===== config.mk =====
export PLATFORM = sky130hd
export DESIGN_NAME = sdram_pm_ctl
export DESIGN_NICKNAME = d
export VERILOG_FILES = /design/src/rtl/sdram_pm_pkg.sv /design/src/rtl/sdram_pm_idle_timer.sv /design/src/rtl/sdram_pm_seq.sv /design/src/rtl/sdram_pm_ctl.sv
export SDC_FILE = /design/constraint.sdc
export NUM_CORES = 1
export LEC_CHECK = 0
export ABC_AREA = 1
export BUFFER_PORTS_ARGS = -buffer_cell sky130_fd_sc_hd__buf_2
export CAP_MARGIN = 20
export CORE_ASPECT_RATIO = 1.4
export CORE_MARGIN = 2
export CORE_UTILIZATION = 40
export DETAILED_ROUTE_END_ITERATION = 6
export GPL_TIMING_DRIVEN = 0
export PLACE_DENSITY = 0.75
export SYNTH_ARGS = -nofsm -noshare
export SYNTH_HDL_FRONTEND = slang
export SYNTH_SLANG_ARGS = --single-unit
export TNS_END_PERCENT = 30

===== constraint.sdc =====
create_clock -name clk -period 2 [get_ports clk]
set_clock_uncertainty 0.05 [all_clocks]
set_input_delay 0 -clock clk [delete_from_list [all_inputs] [get_ports clk]]
set_output_delay 0 -clock clk [all_outputs]
set_load 0.005 [all_outputs]

===== src/rtl/sdram_pm_pkg.sv =====
package sdram_pm_pkg;
  typedef enum logic [2:0] {
    ST_RUN     = 3'd0,
    ST_SLEEP   = 3'd1,
    ST_SR_IN   = 3'd2,
    ST_SR_HOLD = 3'd3,
    ST_SR_EXIT = 3'd4,
    ST_AREF    = 3'd5
  } pm_state_e;
endpackage


===== src/rtl/sdram_pm_idle_timer.sv =====
module sdram_pm_idle_timer #(
  parameter int REG_W     = 32,
  parameter int CNT_W     = 5,
  parameter int FIX_W     = 5,
  parameter int STEP_LOG2 = 5
) (
  input  logic             clk,
  input  logic             rst_n,
  input  logic             wr_en,
  input  logic [CNT_W-1:0] wr_cnt,
  input  logic             count_en,
  input  logic             restart,
  output logic [REG_W-1:0] rdata,
  output logic             expire
);
  localparam int TMR_W = CNT_W + STEP_LOG2;
  localparam int RSV_W = REG_W - CNT_W - FIX_W;

  logic [CNT_W-1:0] cnt_q;
  logic [TMR_W-1:0] idle_q;
  logic [TMR_W-1:0] limit;

  // (CNT+1)*2^STEP_LOG2 - 1 equals CNT followed by all-ones
  assign limit = {cnt_q, {STEP_LOG2{1'b1}}};

  always_ff @(posedge clk) begin
    if (!rst_n)      cnt_q <= '0;
    else if (wr_en)  cnt_q <= wr_cnt;
  end

  always_ff @(posedge clk) begin
    if (!rst_n || !count_en || restart) idle_q <= '0;
    else if (idle_q != limit)           idle_q <= idle_q + 1'b1;
  end

  assign expire = count_en && !restart && (idle_q == limit);
  assign rdata  = {cnt_q, {FIX_W{1'b1}}, {RSV_W{1'b0}}};
endmodule


===== src/rtl/sdram_pm_seq.sv =====
module sdram_pm_seq
  import sdram_pm_pkg::*;
(
  input  logic      clk,
  input  logic      rst_n,
  input  logic      sr_hold,
  input  logic      pm_ok,
  input  logic      req_valid,
  input  logic      expire,
  output pm_state_e state
);
  pm_state_e nxt;

  always_comb begin
    nxt = state;
    unique case (state)
      ST_RUN:     if (sr_hold) nxt = ST_SR_IN;
                  else if (expire) nxt = ST_SLEEP;
      ST_SLEEP:   if (req_valid || sr_hold || !pm_ok) nxt = ST_RUN;
      ST_SR_IN:   nxt = ST_SR_HOLD;
      ST_SR_HOLD: if (!sr_hold) nxt = ST_SR_EXIT;
      ST_SR_EXIT: nxt = ST_AREF;
      ST_AREF:    nxt = ST_RUN;
      default:    nxt = ST_RUN;
    endcase
  end

  always_ff @(posedge clk) begin
    if (!rst_n) state <= ST_RUN;
    else        state <= nxt;
  end
endmodule


===== src/rtl/sdram_pm_ctl.sv =====
module sdram_pm_ctl
  import sdram_pm_pkg::*;
#(
  parameter int REG_W     = 32,
  parameter int CNT_W     = 5,
  parameter int FIX_W     = 5,
  parameter int STEP_LOG2 = 5
) (
  input  logic             clk,
  input  logic             rst_n,
  input  logic             pm_en,
  input  logic             ext_pm_en,
  input  logic             sr_hold,
  input  logic             refresh_busy,
  input  logic             cfg_wr,
  input  logic [REG_W-1:0] cfg_wdata,
  output logic [REG_W-1:0] cfg_rdata,
  input  logic             req_valid,
  output logic             req_ready,
  output logic             main_clk_en,
  output logic             sleep_req,
  output logic             sr_enter,
  output logic             sr_exit,
  output logic             auto_ref,
  output logic             sr_status
);
  pm_state_e state;
  logic      pm_ok;
  logic      expire;
  logic      wake;

  assign pm_ok = pm_en && ext_pm_en;

  sdram_pm_idle_timer #(
    .REG_W(REG_W), .CNT_W(CNT_W), .FIX_W(FIX_W), .STEP_LOG2(STEP_LOG2)
  ) u_timer (
    .clk      (clk),
    .rst_n    (rst_n),
    .wr_en    (cfg_wr),
    .wr_cnt   (cfg_wdata[REG_W-1 -: CNT_W]),
    .count_en (pm_ok && (state == ST_RUN)),
    .restart  (req_valid || refresh_busy),
    .rdata    (cfg_rdata),
    .expire   (expire)
  );

  sdram_pm_seq u_seq (
    .clk       (clk),
    .rst_n     (rst_n),
    .sr_hold   (sr_hold),
    .pm_ok     (pm_ok),
    .req_valid (req_valid),
    .expire    (expire),
    .state     (state)
  );

  assign wake        = req_valid || sr_hold || !pm_ok;
  assign main_clk_en = (state != ST_SLEEP) || wake;
  assign sleep_req   = (state == ST_SLEEP);
  assign req_ready   = (state == ST_RUN) && !sr_hold;
  assign sr_enter    = (state == ST_SR_IN);
  assign sr_exit     = (state == ST_SR_EXIT);
  assign auto_ref    = (state == ST_AREF);
  assign sr_status   = (state == ST_SR_IN) || (state == ST_SR_HOLD) ||
                       (state == ST_SR_EXIT) || (state == ST_AREF);
endmodule


==> metrics <==
Mapped Avg Cell Area 6.75 um2; initial antenna violation count 0; via count 1,294; final antenna diode count 0; CTS max path bufs 2; CP Capture Type flip-flop; Buf/Inv on CP 0; Post-Route WL 2.90 mm; CP max-delay cell dfxtp_1; Levels on crit path 10; total CTS buffers 3; peak fanout along the critical path 9; sw frac 27.2%; grt ovf 0; leakage 0.892 nW; I/O Buffers 24; number of synthesized register bits 18; fill cell count 331; vias per inst 4.39; Post-Synthesis Cells 198; initial drt markers 16; CP delay by family, top simple AND/OR/NAND/NOR gates; flop-to-flop setup slack 0.32 ns; period utilisation layout 83.9%; most common cell after layout, fill and taps aside nand2_1; DRC viols 0; path depth of the worst reg2reg path 10; reg2reg end u_timer.idle_q[6]; layout cells sized above 1 27.7%; unrepaired setup endpoints after global routing false; vias in the first global route 1,112; Die W 52.9 um; Yosys warnings 0; ranking of synthesized cells by area dfxtp_1 27%, buf_4 15%, nand2_1 13%, inv_1 6.2%, a21oi_1 4.9%; Starting Density 42.4%; Post-DRT Antenna Nets 0; Psw 0.000238 W; final setup fails 0; Post-Route Setup TNS 0 ns; CTS tree yes; Pre-Repair DR Iteration Count 4; Rows 24; core area 3150 um2; clock-pin slew on the worst setup and hold paths 0.07 ns; worst r2r src u_timer.idle_q[0]; Flop pwr share 44.5%; Setup crit end u_timer.idle_q[6]; Max stage delay on crit path 0.47 ns; Finished Cell Area 1700 um2; largest net degree at the start of global routing 11; detailed placement HPWL 2.23 mm; Comb power frac 21.3%; Routed WL per cell 9.83 um; PwrDens 514 nW/um2; maximum VDD drop 0.537 mV; Hold Startpoint sr_hold; H-Tree Depth 1; hold buffers post-CTS 5; CTS Sinks 18; Setup Buffers After CTS 0; worst setup path start u_timer.idle_q[0]; Synth area leader dfxtp_1; hold crit path type input port to flip-flop; gpl congestion 0.799; clock share of power 34.2%; most frequent cells in the layout 47 x nand2_1, 27 x buf_4, 27 x conb_1; hold slack 0.00128 ns; cell-internal power 0.000638 W; gr usage total 15.8%; Slew Viols, Final 0; run status complete, no violations; synth unique cells 27; Tmin final 1.68 ns; Final nets 298; register area share after synthesis 27.0%; Max Cap Viol 0; Hold Fails Final Rpt 0; first-pass GRT wire length 4.55 mm; startpoint types flip-flop; arrival time at the worst endpoint 1.78 ns; die height 72.4 um; top-area cell type share of the netlist area 27.0%; Crit Path Class flip-flop to flip-flop; root buf cell clkbuf_8; worst path required time 2.10 ns; synthesized area 1340 um2; Placement Cell Area 1600 um2; Fmax 0.596 GHz; post-cts resize count 0; io pins 79; Clock Latency Late Sink 0.25 ns; Area Overhead vs Synth 27.5%; Cell Chain, Critical Path ha_1, nand2_2, nor2_8, nand2_4, nor2_4, nand3_4, nand2_1, nand2_1, nand2_1, nor2_1; crit-path most repeated cell nand2_1; Die ar. 3830 um2
-- cells by family (layout without fill, tap and decap cells) --
| kind of cell | count (synthesis) | count (layout) | synth area share (%) |
|---|---|---|---|
| adder cells (fa/ha/maj) | 1 | 1 | 0.936 |
| AND/OR/NAND/NOR | 94 | 94 | 36.0 |
| other | 2 | 27 | 0.562 |
| AO/OA/AOI/OAI | 23 | 23 | 8.89 |
| XOR/XNOR | 6 | 6 | 3.93 |
| buffers and inverters | 54 | 87 | 22.8 |
| flip-flops | 18 | 18 | 27.0 |
-- layer usage --
metal | global-route usage (%) | vias to the layer above | wire (um)
met1 | 13.9 | 544 | 1060
met3 | 1.85 | 8 | 143
met2 | 31.9 | 45 | 1630
met4 | 9.12 | 0 | 62
li1 | - | 697 | -
met5 | 0 | - | 0
-- cell usage after synthesis --
master / n
nand2_4: 1
nor2_2: 3
xnor2_1: 1
clkinv_1: 2
o21ai_0: 7
inv_1: 22
inv_2: 3
nor2_4: 2
nor3_1: 2
nand4_1: 9
buf_4: 27
nand3_2: 1
o21ai_1: 1
nor3_2: 1
a31oi_1: 1
dfxtp_1: 18
nand2_2: 2
xor2_1: 5
o211ai_1: 1
a21oi_1: 13
nor2_1: 14
ha_1: 1
conb_1: 2
nand3_4: 2
nand3_1: 9
nor2_8: 1
nand2_1: 47
-- metrics by stage --
step	std cells	util [%]	setup WS, ns	total power, W
6_report	295	54.0	0.323	0.000876
5_1_grt	295	54.0	0.214	0.000917
4_1_cts	295	54.0	0.301	0.000875
3_5_place_dp	286	50.7	0.312	0.000574
3_3_place_gp	286	50.7	0.347	0.000572
2_1_floorplan	223	-	0.527	0.000524
-- power groups by stage --
stage	Clock, W	Combinational (W)	Sequential, W
final	0.000300	0.000187	0.000390
after global routing	0.000316	0.000210	0.000391
after CTS	0.000301	0.000185	0.000390
after detailed placement	0	0.000176	0.000398
after global placement	0	0.000175	0.000397
after floorplan	0	0.000129	0.000395
-- worst register-to-register path: cells and delay by family, from the launching register on --
kind	cells	cell delay (ns)
AND/OR/NAND/NOR	9	0.80
flip-flops	1	0.47
adder cells (fa/ha/maj)	1	0.25
-- state kept, by name (all words and copies together) (netlist names) --
name            flops
u_timer.cnt_q       5
u_timer.idle_q     10
u_seq.state         3
-- how the worst min path moves through the flow --
| stage | endpoint | slack, ns | cells after the start |
|---|---|---|---|
| after floorplan | main_clk_en | 0.05 | 2 |
| after global placement | u_timer.cnt_q[4] | 0.23 | 3 |
| after detailed placement | u_timer.cnt_q[4] | 0.24 | 3 |
| after CTS | u_seq.state[1] | 0.001 | 3 |
| after global routing | u_seq.state[1] | 0.01 | 3 |
| final | u_seq.state[1] | 0.001 | 3 |
-- area by class of cell --
type / count / area, um2 / area share [%]
sequential: 18 / 360 / 21.1
timing repair buffer: 29 / 170 / 9.99
inverter: 27 / 101 / 5.95
tap: 39 / 48.8 / 2.86
multi-input combinational: 151 / 766 / 44.9
buffer: 27 / 203 / 11.9
clock buffer: 4 / 55.1 / 3.23
No activity file was read; power rests on OpenSTA's default activity.
